--- config.mk ---
export PLATFORM = sky130hd
export DESIGN_NAME = can_id_filter
export DESIGN_NICKNAME = d
export VERILOG_FILES = /design/src/rtl/can_filt_pkg.sv /design/src/rtl/can_id_image.sv /design/src/rtl/can_filter_bank.sv /design/src/rtl/can_hit_prio.sv /design/src/rtl/can_id_filter.sv
export SDC_FILE = /design/constraint.sdc
export NUM_CORES = 1
export LEC_CHECK = 0
export BUFFER_PORTS_ARGS = -buffer_cell sky130_fd_sc_hd__buf_2
export CORE_MARGIN = 2
export CORE_UTILIZATION = 50
export CTS_BUF_LIST = sky130_fd_sc_hd__clkbuf_4 sky130_fd_sc_hd__clkbuf_8
export CTS_CLUSTER_SIZE = 40
export DETAILED_ROUTE_END_ITERATION = 16
export HOLD_SLACK_MARGIN = 0.02
export PLACE_DENSITY = 0.75
export SLEW_MARGIN = 25
export SYNTH_ARGS = -nofsm -noshare
export SYNTH_HDL_FRONTEND = slang
export SYNTH_SLANG_ARGS = --single-unit
--- constraint.sdc ---
create_clock -name clk_i -period 2.3 [get_ports clk_i]
set_clock_uncertainty 0.2 [all_clocks]
set_input_delay 0.46 -clock clk_i [delete_from_list [all_inputs] [get_ports clk_i]]
set_output_delay 0.46 -clock clk_i [all_outputs]
set_load 0.03 [all_outputs]
--- src/rtl/can_filt_pkg.sv ---
package can_filt_pkg;
  localparam int IMG_W = 32;

  typedef enum logic [1:0] {
    MODE_WIDE   = 2'd0,
    MODE_HALF   = 2'd1,
    MODE_BYTE   = 2'd2,
    MODE_CLOSED = 2'd3
  } filt_mode_e;
endpackage

--- src/rtl/can_id_image.sv ---
module can_id_image import can_filt_pkg::*; (
  input  logic [28:0]      id_i,
  input  logic             ide_i,
  input  logic             rtr_i,
  input  logic             srr_i,
  output logic [IMG_W-1:0] img_o
);
  always_comb begin
    if (ide_i) begin
      img_o = {id_i[28:21], id_i[20:18], srr_i, ide_i, id_i[17:15],
               id_i[14:7], id_i[6:0], rtr_i};
    end else begin
      // standard frame: upper id bits unused
      img_o = {id_i[10:3], id_i[2:0], rtr_i, ide_i, 3'b000, 16'h0000};
    end
  end
endmodule

--- src/rtl/can_filter_bank.sv ---
module can_filter_bank import can_filt_pkg::*; #(
  localparam int BYTES  = IMG_W / 8,
  localparam int HALVES = BYTES / 2
) (
  input  logic [IMG_W-1:0]  acc_i,
  input  logic [IMG_W-1:0]  mask_i,
  input  logic [IMG_W-1:0]  img_i,
  output logic              m_wide_o,
  output logic [HALVES-1:0] m_half_o,
  output logic [BYTES-1:0]  m_byte_o
);
  logic [BYTES-1:0] eq_w, eq_h, eq_b;

  for (genvar n = 0; n < BYTES; n++) begin : g_byte
    logic [7:0] acc_b, msk_b;
    assign acc_b = acc_i[IMG_W-1-8*n -: 8];
    assign msk_b = mask_i[IMG_W-1-8*n -: 8];
    // each split compares a different slice of the image
    assign eq_w[n] = (((img_i[IMG_W-1-8*n -: 8])       ^ acc_b) & ~msk_b) == 8'h00;
    assign eq_h[n] = (((img_i[IMG_W-1-8*(n%2) -: 8])   ^ acc_b) & ~msk_b) == 8'h00;
    assign eq_b[n] = (((img_i[IMG_W-1 -: 8])           ^ acc_b) & ~msk_b) == 8'h00;
  end

  for (genvar k = 0; k < HALVES; k++) begin : g_half
    assign m_half_o[k] = eq_h[2*k] & eq_h[2*k+1];
  end

  assign m_wide_o = &eq_w;
  assign m_byte_o = eq_b;
endmodule

--- src/rtl/can_hit_prio.sv ---
module can_hit_prio #(
  parameter  int N     = 8,
  localparam int IDX_W = $clog2(N)
) (
  input  logic [N-1:0]     hits_i,
  output logic             any_o,
  output logic [IDX_W-1:0] idx_o
);
  always_comb begin
    idx_o = '0;
    for (int i = N - 1; i >= 0; i--) begin
      if (hits_i[i]) idx_o = IDX_W'(i);
    end
  end

  assign any_o = |hits_i;
endmodule

--- src/rtl/can_id_filter.sv ---
module can_id_filter import can_filt_pkg::*; #(
  parameter  int NUM_BANKS = 2,
  parameter  int ADDR_W    = 5,
  localparam int BYTES     = IMG_W / 8,
  localparam int NUM_FILT  = NUM_BANKS * BYTES,
  localparam int IDX_W     = $clog2(NUM_FILT)
) (
  input  logic              clk_i,
  input  logic              rst_ni,
  input  logic              frame_valid_i,
  input  logic              frame_ide_i,
  input  logic [28:0]       frame_id_i,
  input  logic              frame_rtr_i,
  input  logic              frame_srr_i,
  input  logic [1:0]        mode_i,
  input  logic              reg_we_i,
  input  logic [ADDR_W-1:0] reg_addr_i,
  input  logic [7:0]        reg_wdata_i,
  output logic              accept_o,
  output logic              rxf_o,
  output logic [IDX_W-1:0]  hit_idx_o
);
  localparam int HALVES    = BYTES / 2;
  localparam int MASK_BASE = NUM_FILT;
  localparam int CTRL_ADDR = 2 * NUM_FILT;

  logic [7:0] acc_q  [NUM_FILT];
  logic [7:0] mask_q [NUM_FILT];

  always_ff @(posedge clk_i or negedge rst_ni) begin
    if (!rst_ni) begin
      for (int i = 0; i < NUM_FILT; i++) begin
        acc_q[i]  <= 8'h00;
        mask_q[i] <= 8'h00;
      end
    end else if (reg_we_i) begin
      for (int i = 0; i < NUM_FILT; i++) begin
        if (reg_addr_i == ADDR_W'(i))             acc_q[i]  <= reg_wdata_i;
        if (reg_addr_i == ADDR_W'(MASK_BASE + i)) mask_q[i] <= reg_wdata_i;
      end
    end
  end

  logic [IMG_W-1:0] img;

  can_id_image u_image (
    .id_i  (frame_id_i),
    .ide_i (frame_ide_i),
    .rtr_i (frame_rtr_i),
    .srr_i (frame_srr_i),
    .img_o (img)
  );

  logic [NUM_BANKS-1:0]        wide_hits;
  logic [NUM_BANKS*HALVES-1:0] half_hits;
  logic [NUM_FILT-1:0]         byte_hits;

  for (genvar b = 0; b < NUM_BANKS; b++) begin : g_bank
    logic [IMG_W-1:0] acc_flat, mask_flat;
    always_comb begin
      for (int n = 0; n < BYTES; n++) begin
        acc_flat[IMG_W-1-8*n -: 8]  = acc_q[b*BYTES+n];
        mask_flat[IMG_W-1-8*n -: 8] = mask_q[b*BYTES+n];
      end
    end
    can_filter_bank u_bank (
      .acc_i    (acc_flat),
      .mask_i   (mask_flat),
      .img_i    (img),
      .m_wide_o (wide_hits[b]),
      .m_half_o (half_hits[b*HALVES +: HALVES]),
      .m_byte_o (byte_hits[b*BYTES +: BYTES])
    );
  end

  filt_mode_e          mode;
  logic [NUM_FILT-1:0] hits;

  assign mode = filt_mode_e'(mode_i);

  always_comb begin
    hits = '0;
    case (mode)
      MODE_WIDE: hits[NUM_BANKS-1:0]        = wide_hits;
      MODE_HALF: hits[NUM_BANKS*HALVES-1:0] = half_hits;
      MODE_BYTE: hits                       = byte_hits;
      default:   hits                       = '0;
    endcase
  end

  logic             any_hit;
  logic [IDX_W-1:0] win_idx;

  can_hit_prio #(.N(NUM_FILT)) u_prio (
    .hits_i (hits),
    .any_o  (any_hit),
    .idx_o  (win_idx)
  );

  logic set_rxf, clr_rxf;
  assign set_rxf = frame_valid_i & any_hit;
  assign clr_rxf = reg_we_i & (reg_addr_i == ADDR_W'(CTRL_ADDR)) & reg_wdata_i[0];

  always_ff @(posedge clk_i or negedge rst_ni) begin
    if (!rst_ni) begin
      accept_o  <= 1'b0;
      rxf_o     <= 1'b0;
      hit_idx_o <= '0;
    end else begin
      accept_o <= set_rxf;
      if (set_rxf)      hit_idx_o <= win_idx;
      if (set_rxf)      rxf_o <= 1'b1;
      else if (clr_rxf) rxf_o <= 1'b0;
    end
  end

  p_accept_sets_rxf_r12: assert property (@(posedge clk_i) disable iff (!rst_ni)
    accept_o |-> rxf_o);

  p_closed_r9: assert property (@(posedge clk_i) disable iff (!rst_ni)
    (frame_valid_i && mode == MODE_CLOSED) |=> (!accept_o && $stable(hit_idx_o)));

  p_no_strobe_r10: assert property (@(posedge clk_i) disable iff (!rst_ni)
    !frame_valid_i |=> !accept_o);

  p_miss_hold_r11: assert property (@(posedge clk_i) disable iff (!rst_ni)
    (frame_valid_i && !any_hit) |=> (!accept_o && $stable(hit_idx_o)));

  p_clear_r12: assert property (@(posedge clk_i) disable iff (!rst_ni)
    (clr_rxf && !set_rxf) |=> !rxf_o);

  p_wide_range_r5: assert property (@(posedge clk_i) disable iff (!rst_ni)
    (set_rxf && mode == MODE_WIDE) |=> (hit_idx_o < IDX_W'(NUM_BANKS)));

  p_lowest_r8: assert property (@(posedge clk_i) disable iff (!rst_ni)
    any_hit |-> (hits[win_idx] && ((hits & ((NUM_FILT'(1) << win_idx) - NUM_FILT'(1))) == '0)));
endmodule

Yosys cells after proc, flatten, opt, wreduce, memory -nomap -nowiden
Cells that the tools add are included.

Flip-flop bits (word level): 133. Latch bits: 0. Memory bits (writable): 0. Memory bits (read-only): 0. Input bits: 51. Output and inout bits: 5. Memories kept: 0.

Add/subtract/negate cells: 0. $mul: 0. Div/mod/pow operators: 0. Order comparisons: 0. Eq/ne operators: 18. Shift operators: 0. Multiplexer cells: 14. Bitwise gates (word level): 47. Reductions and logical operators: 38.

Operator list (count): 8-bit AND (16); 8-bit logical NOT (16); 8-bit bitwise XOR (16); 8-bit inverter (8); 5-bit by 4-bit equality test with 1-bit output (second input constant) (8); 32-bit 2-to-1 mux (1); 2-bit AND reduction (16); 3-bit 2-to-1 mux (8); 5-bit by 3-bit equality test with 1-bit output (second input constant) (4); 5-bit by 2-bit equality test with 1-bit output (second input constant) (2); 4-bit AND reduction (2); 8-bit OR reduction (1); 1-bit AND (7); 2-bit one-hot mux with 3 select lines (1); 5-bit by 1-bit equality test with 1-bit output (second input constant) (1); 5-bit equality test (second input constant) (1); 5-bit logical NOT (1); 4-bit 2-to-1 mux (1); 2-bit one-hot mux with 2 select lines (1); 2-bit by 1-bit equality test with 1-bit output (second input constant) (1); 2-bit equality test (second input constant) (1); 2-bit logical NOT (1); 1-bit 2-to-1 mux (2); 2-bit nonzero test (1).

Longest topological paths before layout
Word-level depth: 13. Mapped depth: 13. Gate-level depth less buffers: 10.

Hierarchy
Synthesis repeated with hierarchy kept, for this count alone.

Cell total of the unflattened synthesis: 603. Area, all modules: 7542.2 µm².

Modules (own cells, without submodules): can_id_filter (times used 1, cells an instance 325, area each 5247.5 µm², sequential area each 3328.2 µm²); can_filter_bank (times used 2, cells an instance 115, area each 943.4 µm², sequential area each 0.0 µm²); can_id_image (times used 1, cells an instance 35, area each 326.6 µm², sequential area each 0.0 µm²); can_hit_prio (times used 1, cells an instance 13, area each 81.3 µm², sequential area each 0.0 µm²).

Least setup slack after synthesis
Ideal clock, no wire load.

Path kind: input-to-reg. Start: input port frame_ide_i. End: register hit_idx_o[1]. Library setup time: 0.125 ns. Data arrival time: 2.717 ns. Path slack: -0.742 ns. Stages: 12. Buffers on the path: 3. Cell sequence: buf_6 buf_12 buf_12 mux2i_4 mux2i_1 o2111ai_1 nor3_1 nand4_1 a21oi_1 nand2b_4 o31ai_4 mux2_4.

Word-level cells in the longest chain between the ends: 13. Elaborated cells between the ends (all ways): 68. Classes of those cells: mux: 12; bitwise: 37; reduce/logical: 19.

Ends and longest elaborated chain: from (decl) (line can_id_filter.sv:11) `input logic frame_ide_i,`; 32-bit 2-to-1 mux (*) (line can_id_image.sv:9) `if (ide_i) begin`; 8-bit bitwise XOR (line can_filter_bank.sv:21) `assign eq_b[n] = (((img_i[IMG_W-1 -: 8]) ^ acc_b) & ~msk_b) == 8'h00;`; 8-bit AND (line can_filter_bank.sv:21); 8-bit logical NOT (line can_filter_bank.sv:21); 4-bit 2-to-1 mux (line can_id_filter.sv:83) `case (mode)`; 3-bit 2-to-1 mux (8 in a row) (line can_hit_prio.sv:12) `if (hits_i[i]) idx_o = IDX_W'(i);`; to (signal assigned) (line can_id_filter.sv:111) `if (set_rxf) hit_idx_o <= win_idx;`; to (decl) (line can_id_filter.sv:21) `output logic [IDX_W-1:0] hit_idx_o`.

Every way passes the cells marked *; elsewhere a longest branch is shown, timed or not. A chain may end at the register's enable or synchronous reset.

Worst setup path after layout
Ends and elaborated chain as after synthesis.

==> results.cfg <==
[worst_setup_path]
critPathLaunchType = input pin
endpoint_kind = flop
startpoint = frame_ide_i
cp.required_ns = 2.45
path_class = input pin to flop
crit_arrival_ns = 2.85
critical-path-max-stage-delay_ns = 0.51
regToRegStartpoint = acc_q[33]$_DFFE_PN0P_
slowest_stage = nor3_1
crit_chain = buf_8, buf_12, buf_4, nand2_1, xor2_1, o221ai_1, nor3_1, a31oi_1, a21oi_2, nand2b_4, o31ai_4, mux2_4
crit_fanout = 10

[flow_run]
maxCapViolations = 0

[timing]
drv_slew = 0
worst_pin_slew_ns = 0.560
layout_min_cycle_time_ns = 2.70
max_slew_margin = 0.624
setup_violations = 5
setup_slack_ns = -0.400
finalCritPeriodShare = 1.17
fmaxAchievable_mhz = 370
final_hold_viol_count = 0
rsz0062_at_grt = yes

[run_status]
status = finished with violations
violations = setup timing

[floorplanning]
boundaryPins = 56
die-width_um = 127
core_mm2 = 0.0146
die_area_mm2 = 0.0161
start_util = 0.514
num_rows = 44
die_h_um = 127

[global_routing]
grt_antenna_before_repair = 0
grt_pass1_vias = 6535
overflow = 0
grt_pass1_wl_mm = 35.5
grt_max_degree = 37
grtUsageTotal = 0.294

[worst_hold_path]
min-delay-start = reg_addr_i[4]
min_path_type = input pin to flop

[final_layout]
nets = 882
mostFrequentLayoutCells = 133 x dfrtp_1, 127 x mux2_2, 119 x buf_4, 93 x xor2_1, 53 x buf_2
final_util = 0.657
syn_to_final_growth_pct = 27.8
drive_above_1_share = 0.469
n_antenna_cell = 0
fillCellCount = 1111
final_common_cell = dfrtp_1

[synthesis]
ys_ff_latch = 133
ys_types = 50
syn_nets = 695
ys_async_sr_fraction = 1.00
syn_avg_cell_area_um2 = 11.8
yosysWarningCount = 0
synthCells = 640
synth_seq_area_share = 0.442
mappedNetlistArea_mm2 = 0.00753
synth-main-ff-cell = dfrtp_1
synth_edf_count = 0

[pwr]
p_per_area_mw_per_mm2 = 778
cellLeakagePower_nw = 4.61
peakVddDrop_mv = 0.682

[drt]
drtIter0Drc = 530
viasPerCell = 5.88
wl_per_cell_um = 22.3
antenna_left = 0
via_count = 6024
dr.pass1.iters = 5
wirelength_mm = 22.8
post-route-drc-count = 0

[placed_design]
gp_congestion = 1.00
hpwl_mm = 16.5
port_buffers = 55
pre_cts_ws_ns = -0.886

[clock_network]
clock-sinks = 133
clock_latency_ns = 0.46
tritoncts = done
clk_pin_slew_ns = 0.08
cts.path.max_buffers = 2
clock-root-buffer = clkbuf_8
h-tree-depth = 4
cts_made_buffers = 17
## path summary, 6_finish.rpt
| check | endpoint | cells after the start | slack [ns] |
|---|---|---|---|
| min in group asynchronous | acc_q[31]$_DFFE_PN0P_ | 2 | 0.33 |
| max | hit_idx_o[1]$_DFFE_PN0P_ | 12 | -0.40 |
| min | rxf_o$_DFFE_PN0P_ | 4 | 0.13 |
| max in group asynchronous | acc_q[7]$_DFFE_PN0P_ | 3 | 0.95 |
| min reg2reg | g_bank[0].mask_flat[30]$_DFFE_PN0P_ | 1 | 0.31 |
| max reg2reg | hit_idx_o[1]$_DFFE_PN0P_ | 9 | -0.29 |
## state kept, by name (all words and copies together) (netlist names)
| signal | flops |
|---|---|
| acc_q | 64 |
| hit_idx_o | 3 |
| g_bank.mask_flat | 64 |
| accept_o | 1 |
| rxf_o | 1 |
## synth_stat cells (all sizes together) (3+ instances only)
cell type | count | area (µm²)
a21oi | 7 | 35.0
and3b | 3 | 26.3
buf | 5 | 67.6
clkbuf | 15 | 56.3
dfrtp | 133 | 3330
ha | 4 | 50.1
inv | 8 | 30.0
mux2 | 128 | 1450
mux2i | 36 | 475
nand2 | 38 | 145
nor2 | 35 | 131
nor2b | 25 | 156
nor3 | 13 | 70.1
nor4 | 3 | 25.0
o2111ai | 7 | 61.3
o21ai | 12 | 60.1
o221ai | 6 | 52.6
o22ai | 32 | 200
xor2 | 96 | 841
## stage by stage
step	power, mW	area, µm²	setup TNS, ns	hold slack (ns)	cells
2_1_floorplan	4.51	7570	-2.10	-0.0356	640
3_3_place_gp	5.32	8910	-3.68	0.273	978
3_5_place_dp	5.44	8910	-4.05	0.273	978
4_1_cts	7.42	9550	-1.03	0.125	1022
5_1_grt	7.84	9620	-1.75	0.135	1024
6_report	7.48	9620	-1.62	0.131	1024
## area by class of cell
| cell class | count | area [µm²] | area share |
|---|---|---|---|
| Clock buffer | 19 | 249 | 0.0259 |
| Clock inverter | 13 | 134 | 0.0139 |
| Inverter | 8 | 30.0 | 0.00312 |
| Multi-Input combinational cell | 479 | 4220 | 0.439 |
| Sequential cell | 133 | 3330 | 0.346 |
| Tap cell | 184 | 230 | 0.0239 |
| Timing Repair Buffer | 188 | 1430 | 0.148 |
## report_power, final
| group | internal [mW] | switching [mW] | total, mW | leakage, nW |
|---|---|---|---|---|
| logic | 1.21 | 1.11 | 2.32 | 2.72 |
| clock network | 0.980 | 0.942 | 1.92 | 0.192 |
| registers | 2.81 | 0.434 | 3.24 | 1.70 |
## per-layer routing
metal  routed length [µm]  track usage  vias to the layer above
met5                    0            0                        -
met4                  952        0.135                        0
met3                 1780       0.0616                       76
met2                10700        0.471                      276
met1                 9380        0.386                     3011
li1                     -            -                     2661
## critical path, delay by kind of cell
family          cells  cell delay, ns
compound gates      4            0.57
xor+xnor            1            0.18
buf+inv             3            0.43
mux                 1            0.30
simple gates        3            0.89
## what timing repair did
item | in CTS | in global routing
pin swaps | 8 | 4
gates cloned | 1 | 0
setup endpoints to repair | 5 | 5
setup buffers | 10 | 2
endpoints found under the hold margin | 31 | 0
resized for setup | 32 | 11
hold buffers | 1 | 0
## logic make-up (layout without fill, tap and decap cells)
kind of cell / count (synthesis) / after routing / synth area share
multiplexers: 164 / 164 / 0.255
flip-flops: 133 / 133 / 0.442
AND/OR/NAND/NOR: 131 / 131 / 0.0867
XOR/XNOR: 98 / 98 / 0.114
AO/OA/AOI/OAI: 82 / 82 / 0.0751
buffers and inverters: 28 / 228 / 0.0204
adder cells (fa/ha/maj): 4 / 4 / 0.00665
Note: power is estimated with default switching activity, not from simulation.
